**src/rtl/rfsh_pkg.sv**
```systemverilog
`timescale 1ns/1ps
package rfsh_pkg;

    typedef enum logic [1:0] {
        CMD_NOP     = 2'b00,
        CMD_REF     = 2'b01,
        CMD_DLL_MRS = 2'b10
    } cmd_e;

    typedef enum logic [3:0] {
        ST_IDLE,
        ST_AR_ISSUE,
        ST_AR_HOLD,
        ST_SR_ENTER,
        ST_SR_SLEEP,
        ST_SR_WAKE,
        ST_DLL_LOAD,
        ST_DLL_LOCK
    } seq_state_e;

endpackage

```
**src/rtl/rfsh_interval_timer.sv**
```systemverilog
`timescale 1ns/1ps
module rfsh_interval_timer #(
    parameter int T_REFI = 780
) (
    input  logic clk,
    input  logic rst_n,
    input  logic restart_i,
    output logic tick_o
);
    localparam int CW = (T_REFI > 2) ? $clog2(T_REFI) : 1;
    localparam logic [CW-1:0] RELOAD = CW'(T_REFI - 1);

    logic [CW-1:0] cnt_q;

    always_ff @(posedge clk or negedge rst_n) begin
        if (!rst_n) begin
            cnt_q <= RELOAD;
        end else if (restart_i || cnt_q == '0) begin
            cnt_q <= RELOAD;
        end else begin
            cnt_q <= cnt_q - 1'b1;
        end
    end

    assign tick_o = (cnt_q == '0) && !restart_i;

    // consecutive ticks are never adjacent
    p_tick_sparse_r2: assert property (@(posedge clk) disable iff (!rst_n)
        tick_o |=> !tick_o);

endmodule

```
**src/rtl/rfsh_debt_counter.sv**
```systemverilog
`timescale 1ns/1ps
module rfsh_debt_counter #(
    parameter int MAX_DEBT = 8
) (
    input  logic clk,
    input  logic rst_n,
    input  logic clear_i,
    input  logic owe_i,
    input  logic pay_i,
    output logic pending_o,
    output logic full_o
);
    localparam int DW = $clog2(MAX_DEBT + 1);
    localparam logic [DW-1:0] CAP = DW'(MAX_DEBT);

    logic [DW-1:0] debt_q;

    always_ff @(posedge clk or negedge rst_n) begin
        if (!rst_n) begin
            debt_q <= '0;
        end else if (clear_i) begin
            debt_q <= '0;
        end else begin
            unique case ({owe_i, pay_i})
                2'b10:   debt_q <= debt_q + 1'b1;
                2'b01:   debt_q <= debt_q - 1'b1;
                default: debt_q <= debt_q;
            endcase
        end
    end

    assign pending_o = (debt_q != '0);
    assign full_o    = (debt_q == CAP);

    // postponed refreshes are bounded
    p_no_overflow_r3: assert property (@(posedge clk) disable iff (!rst_n)
        debt_q <= CAP);

    // a refresh is only paid when one is owed
    p_no_underflow_r5: assert property (@(posedge clk) disable iff (!rst_n)
        pay_i |-> pending_o);

    // without a clear the debt moves by at most one per cycle
    p_debt_step_r5: assert property (@(posedge clk) disable iff (!rst_n)
        !clear_i |=> (debt_q == $past(debt_q) || debt_q == $past(debt_q) + 1'b1
                      || debt_q + 1'b1 == $past(debt_q)));

endmodule

```
**src/rtl/rfsh_seq_fsm.sv**
```systemverilog
`timescale 1ns/1ps
module rfsh_seq_fsm
    import rfsh_pkg::*;
#(
    parameter int T_RFC    = 10,
    parameter int T_XSNR   = 20,
    parameter int DLL_LOCK = 200
) (
    input  logic clk,
    input  logic rst_n,
    input  logic busy_i,
    input  logic sr_req_i,
    input  logic clk_stable_i,
    input  logic pending_i,
    input  logic full_i,
    output cmd_e cmd_o,
    output logic cke_o,
    output logic ready_o,
    output logic pay_o,
    output logic sleep_o
);
    localparam int TMAX = (T_RFC > T_XSNR) ? ((T_RFC > DLL_LOCK) ? T_RFC : DLL_LOCK)
                                           : ((T_XSNR > DLL_LOCK) ? T_XSNR : DLL_LOCK);
    localparam int TW = $clog2(TMAX + 1);
    localparam logic [TW-1:0] HOLD_LAST = TW'(T_RFC - 2);
    localparam logic [TW-1:0] WAKE_LAST = TW'(T_XSNR - 1);
    localparam logic [TW-1:0] LOCK_LAST = TW'(DLL_LOCK - 1);

    seq_state_e state_q, state_nx;
    logic [TW-1:0] tmr_q;
    logic          refresh_due;

    assign refresh_due = full_i || (pending_i && !busy_i);

    // state register
    always_ff @(posedge clk or negedge rst_n) begin
        if (!rst_n) begin
            state_q <= ST_IDLE;
        end else begin
            state_q <= state_nx;
        end
    end

    // dwell timer: counts cycles spent in the current state
    always_ff @(posedge clk or negedge rst_n) begin
        if (!rst_n) begin
            tmr_q <= '0;
        end else if (state_q != state_nx) begin
            tmr_q <= '0;
        end else begin
            tmr_q <= tmr_q + 1'b1;
        end
    end

    // transitions
    always_comb begin
        state_nx = state_q;
        unique case (state_q)
            ST_IDLE: begin
                if (full_i)           state_nx = ST_AR_ISSUE;
                else if (sr_req_i)    state_nx = ST_SR_ENTER;
                else if (refresh_due) state_nx = ST_AR_ISSUE;
            end
            ST_AR_ISSUE: state_nx = ST_AR_HOLD;
            ST_AR_HOLD: begin
                if (tmr_q == HOLD_LAST)
                    state_nx = refresh_due ? ST_AR_ISSUE : ST_IDLE;
            end
            ST_SR_ENTER: state_nx = ST_SR_SLEEP;
            ST_SR_SLEEP: begin
                if (!sr_req_i && clk_stable_i) state_nx = ST_SR_WAKE;
            end
            ST_SR_WAKE: begin
                if (tmr_q == WAKE_LAST) state_nx = ST_DLL_LOAD;
            end
            ST_DLL_LOAD: state_nx = ST_DLL_LOCK;
            ST_DLL_LOCK: begin
                if (tmr_q == LOCK_LAST) state_nx = ST_IDLE;
            end
            default: state_nx = ST_IDLE;
        endcase
    end

    // outputs
    always_comb begin
        cmd_o   = CMD_NOP;
        cke_o   = 1'b1;
        ready_o = 1'b0;
        pay_o   = 1'b0;
        sleep_o = 1'b0;
        unique case (state_q)
            ST_IDLE:     ready_o = !full_i;
            ST_AR_ISSUE: begin
                cmd_o = CMD_REF;
                pay_o = 1'b1;
            end
            ST_AR_HOLD:  ;
            ST_SR_ENTER: begin
                cmd_o   = CMD_REF;
                cke_o   = 1'b0;
                sleep_o = 1'b1;
            end
            ST_SR_SLEEP: begin
                cke_o   = 1'b0;
                sleep_o = 1'b1;
            end
            ST_SR_WAKE:  sleep_o = 1'b1;
            ST_DLL_LOAD: begin
                cmd_o   = CMD_DLL_MRS;
                sleep_o = 1'b1;
            end
            ST_DLL_LOCK: sleep_o = 1'b1;
            default: ;
        endcase
    end

    // ready only while the command bus is quiet and CKE is high
    p_ready_quiet_r1: assert property (@(posedge clk) disable iff (!rst_n)
        ready_o |-> (cmd_o == CMD_NOP && cke_o));

    // the cycle after a refresh keeps CKE high with the controller locked out
    p_refresh_cke_r4: assert property (@(posedge clk) disable iff (!rst_n)
        (cmd_o == CMD_REF && cke_o) |=> (cke_o && !ready_o && cmd_o == CMD_NOP));

    // self-refresh entry only out of the idle state
    p_sr_from_idle_r6: assert property (@(posedge clk) disable iff (!rst_n)
        (cmd_o == CMD_REF && !cke_o) |-> ($past(state_q) == ST_IDLE));

    // the DLL reset follows a NOP cycle with CKE already high
    p_dll_after_wake_r8: assert property (@(posedge clk) disable iff (!rst_n)
        (cmd_o == CMD_DLL_MRS) |-> ($past(cke_o) && $past(cmd_o) == CMD_NOP
                                    && $past(state_q) == ST_SR_WAKE));

    // ready reappears after the lockout only when the full count is spent
    p_lock_len_r9: assert property (@(posedge clk) disable iff (!rst_n)
        ($rose(ready_o) && $past(state_q) == ST_DLL_LOCK) |-> ($past(tmr_q) == LOCK_LAST));

endmodule

```
**src/rtl/refresh_scheduler.sv**
```systemverilog
`timescale 1ns/1ps
module refresh_scheduler #(
    parameter int T_REFI   = 780,
    parameter int T_RFC    = 10,
    parameter int T_XSNR   = 20,
    parameter int DLL_LOCK = 200,
    parameter int MAX_DEBT = 8
) (
    input  logic       clk,
    input  logic       rst_n,
    input  logic       busy_i,
    input  logic       sr_req_i,
    input  logic       clk_stable_i,
    output logic [1:0] cmd_o,
    output logic       cke_o,
    output logic       ready_o
);
    import rfsh_pkg::*;

    logic tick;
    logic sleep;
    logic pay;
    logic pending;
    logic full;
    cmd_e cmd;

    rfsh_interval_timer #(.T_REFI(T_REFI)) u_timer (
        .clk       (clk),
        .rst_n     (rst_n),
        .restart_i (sleep),
        .tick_o    (tick)
    );

    rfsh_debt_counter #(.MAX_DEBT(MAX_DEBT)) u_debt (
        .clk       (clk),
        .rst_n     (rst_n),
        .clear_i   (sleep),
        .owe_i     (tick),
        .pay_i     (pay),
        .pending_o (pending),
        .full_o    (full)
    );

    rfsh_seq_fsm #(
        .T_RFC    (T_RFC),
        .T_XSNR   (T_XSNR),
        .DLL_LOCK (DLL_LOCK)
    ) u_fsm (
        .clk          (clk),
        .rst_n        (rst_n),
        .busy_i       (busy_i),
        .sr_req_i     (sr_req_i),
        .clk_stable_i (clk_stable_i),
        .pending_i    (pending),
        .full_i       (full),
        .cmd_o        (cmd),
        .cke_o        (cke_o),
        .ready_o      (ready_o),
        .pay_o        (pay),
        .sleep_o      (sleep)
    );

    assign cmd_o = cmd;

endmodule

```
**config.mk**
```make
export PLATFORM = sky130hd
export DESIGN_NAME = refresh_scheduler
export DESIGN_NICKNAME = d
export VERILOG_FILES = /design/src/rtl/rfsh_pkg.sv /design/src/rtl/rfsh_interval_timer.sv /design/src/rtl/rfsh_debt_counter.sv /design/src/rtl/rfsh_seq_fsm.sv /design/src/rtl/refresh_scheduler.sv
export SDC_FILE = /design/constraint.sdc
export NUM_CORES = 1
export LEC_CHECK = 0
export ABC_AREA = 1
export BUFFER_PORTS_ARGS = -buffer_cell sky130_fd_sc_hd__buf_2
export CORE_MARGIN = 3
export CORE_UTILIZATION = 57
export CTS_BUF_LIST = sky130_fd_sc_hd__clkbuf_8
export CTS_CLUSTER_DIAMETER = 60
export DETAILED_ROUTE_END_ITERATION = 10
export PLACE_DENSITY = 0.75
export SYNTH_ARGS = -nofsm -noshare
export SYNTH_HDL_FRONTEND = slang
export SYNTH_SLANG_ARGS = --single-unit
```
**constraint.sdc**
```tcl
create_clock -name clk -period 6.9 [get_ports clk]
set_input_delay 0.345 -clock clk [delete_from_list [all_inputs] [get_ports clk]]
set_output_delay 0.345 -clock clk [all_outputs]
set_load 0.005 [all_outputs]
```
==> impl_metrics.py <==
metrics = {
    "synth": {
        "synth_top_area_cell": "dfrtp_1",
        "syn_area_mm2": 0.00162,
        "syn_area_per_cell_um2": 8.25,
        "synth_top_cell_area_share_pct": 32.5,
        "synthCells": 196,
        "yosys.cell_count.top_type": "nand2_1",
        "synth_common_cells": "28 x nand2_1, 26 x nor2_1, 21 x dfrtp_1",
        "synth-edff-count": 0,
        "ys_ff_latch": 26,
        "syn_nets": 208,
        "synthArstFlopShare_pct": 100,
        "synth_cell_types": 31,
        "seq_area_frac_synth_pct": 40.6,
        "ys.flop_type": "dfrtp_1",
        "yosys_warnings": 0,
        "synthTopCellsByArea": "dfrtp_1 33%, dfstp_2 8.1%, nand2_1 6.5%",
    },
    "drt": {
        "antenna_left": 0,
        "vias_per_cell": 5.31,
        "firstDrtPassIters": 4,
        "dr.first_iter.drc_count": 38,
        "drt-total-wl_mm": 2.92,
        "wire_per_inst_um": 12.3,
        "vias": 1264,
        "drcViolationCount": 0,
    },
    "cts": {
        "cts.sinks": 26,
        "path_clk_slew_ns": 0.09,
        "clock_latency_ns": 0.27,
        "root_buffer": "clkbuf_8",
        "h-tree-depth": 1,
        "postCtsHoldBufs": 0,
        "cts_buffers": 3,
        "cts_resized": 0,
        "cts_tree": "yes",
        "cts_setup_buffers": 0,
        "clockBufferDepth": 2,
    },
    "setup_path": {
        "cp.arrival_ns": 2.67,
        "cpPeakStageDelay_ns": 0.38,
        "r2r-start": "u_timer.cnt_q[0]",
        "criticalPathCategory": "reg2reg",
        "crit_chain": "inv_1 -> ha_1 -> nand2_1 -> nor2_1 -> nand3_1 -> nor2_1 -> nand3_1 -> ha_1 -> ha_1 -> a21o_1 -> a21oi_1 -> xor2_1 -> o21ai_1",
        "rr_worst_depth": 13,
        "worstPathRequired_ns": 7.06,
        "cp-start-kind": "flop",
        "r2r-end": "u_debt.debt_q[3]",
        "slowest_stage": "dfstp_2",
        "path_max_fanout": 4,
        "endpoint_kind": "flop",
        "r2r_setup_slack_ns": 4.40,
        "timing.critical_path.mode_cell": "ha_1",
    },
    "sta": {
        "timing.final.ws_setup_ns": 4.40,
        "fin_setup_tns_ns": 0,
        "relSlewSlack_pct": 61.4,
        "fin_crit_ns": 2.50,
        "hold_viol": 0,
        "max_freq_mhz": 399,
        "tightest_slew_ns": 0.578,
        "report.final.slew_viol_count": 0,
        "finalSetupViolCount": 0,
        "finalCritPeriodShare_pct": 36.3,
        "rsz0062_at_grt": "no",
        "finClkSkew_ns": 0.00166,
    },
    "grt": {
        "grt_max_degree": 27,
        "grt_overflow": 0,
        "gr-usage-all-layers_pct": 19.1,
        "grt_pass1_vias": 1264,
        "antenna_found_initial": 0,
        "grt_pass1_wl_mm": 5.18,
    },
    "min_path": {
        "hp-class": "in2async",
    },
    "layout": {
        "postLayoutCellArea_mm2": 0.00177,
        "fill_cells": 211,
        "syn2layout_area_growth_pct": 9.21,
        "num_antenna_cells": 0,
        "stdcell_count": 238,
        "drive_gt1_share_pct": 27.9,
        "finalNetCount": 221,
    },
    "pwr": {
        "p_per_area_mw_per_mm2": 355,
        "ir_drop_mv": 0.257,
        "p_sw_uw": 245,
        "p_comb_share_pct": 39.8,
        "p_seq_share_pct": 40.3,
        "p_int_uw": 382,
        "p_leak_uw": 0.000889,
        "pwr-share-clk_pct": 19.9,
        "switching_share_pct": 39.0,
    },
    "floorplanning": {
        "start_util_pct": 62.4,
        "num_io_pins": 9,
        "die_y_um": 59.3,
        "dieArea_mm2": 0.00351,
        "die_w_um": 59.3,
        "coreArea_mm2": 0.00259,
        "row_count": 18,
    },
    "place": {
        "place_area_mm2": 0.00169,
        "port_buffers": 8,
        "globalplace.congestion": 0.868,
        "dp.cells": 234,
        "dp_slack_ns": 4.42,
        "hpwl_mm": 2.27,
    },
    "run_status": {
        "status": "finished clean",
    },
    "job": {
        "maxCapViolCount": 0,
    },
}
## cell families (layout without fill, tap and decap cells)
| logic type | count (synthesis) | in the layout | synth area share (%) |
|---|---|---|---|
| AO/OA/AOI/OAI | 17 | 17 | 6.73 |
| XOR/XNOR | 14 | 14 | 7.59 |
| flip-flops | 26 | 26 | 40.6 |
| buffers and inverters | 28 | 40 | 6.50 |
| other | 1 | 1 | 0.232 |
| AND/OR/NAND/NOR | 103 | 103 | 32.4 |
| adder cells (fa/ha/maj) | 7 | 7 | 5.88 |
## power by group through the flow
stage,sequential (µW),combinational (µW),clock [µW]
after floorplan,243,202,0
after global placement,251,238,0
after detailed placement,254,250,0
after CTS,251,251,129
after global routing,261,282,135
final,252,249,125
## sequential cells by signal, summed over array words and instances, names as in the netlist
register / cells
u_fsm.state_q: 4
u_debt.debt_q: 4
u_timer.cnt_q: 10
u_fsm.tmr_q: 8
## per-stage QoR
stage	utilization, %	hold slack (ns)	total power [µW]
6_report	68.2	0.0623	626
3_5_place_dp	65.4	0.373	505
4_1_cts	68.2	0.0737	631
2_1_floorplan	-	0.0494	445
3_3_place_gp	65.4	0.367	490
5_1_grt	68.2	0.0877	677
## critical path, delay by kind of cell (launching register included)
kind | cells | cell delay (ns)
AOI/OAI and AO/OA | 3 | 0.39
xor gates and xnor gates | 1 | 0.16
adders and majority gates | 3 | 0.72
buffers and inverters | 1 | 0.08
DFF | 1 | 0.38
and+or+nand+nor | 5 | 0.66
## placed cells by master, fill, tap and decap left out, types with 3 or more instances in the layout
master and instances:
xnor2_1 6, dfrtp_1 21, dfstp_2 5, nand3_1 18
o21ai_2 3, nand2_2 5, clkbuf_8 3, buf_2 8
a21oi_1 5, nor2_1 26, ha_1 6, nor2_2 13
xor2_1 8, inv_2 11, nand2_1 28, inv_1 17
## worst max path at each step
stage | to | startpoint | slack (ns) | cells past startpoint
2_1_floorplan | u_debt.debt_q[3] | u_timer.cnt_q[0] | 4.62 | 13
3_3_place_gp | u_debt.debt_q[3] | u_timer.cnt_q[0] | 4.53 | 13
3_5_place_dp | u_debt.debt_q[3] | u_timer.cnt_q[0] | 4.42 | 13
4_1_cts | u_debt.debt_q[3] | u_timer.cnt_q[0] | 4.40 | 13
5_1_grt | u_debt.debt_q[3] | u_timer.cnt_q[0] | 4.21 | 13
6_report | u_debt.debt_q[3] | u_timer.cnt_q[0] | 4.40 | 13
## final cells by class
type	count	area [µm²]	share of cell area (%)
multi-input cells	142	855	48.4
flip-flops and latches	26	657	37.2
inverters	28	105	5.95
clock buffers	3	41.3	2.34
repair buffers	8	40.0	2.27
well taps	30	37.5	2.13
clock inverters	1	30.0	1.70
## routing by layer
metal	up-vias	share of wire, %	track usage, %
li1	646	-	-
met1	597	47	23.0
met2	17	50	34.2
met3	4	2.5	3.27
met4	0	0.96	6.15
met5	-	0	0
Power figures use the tool's default switching activity.
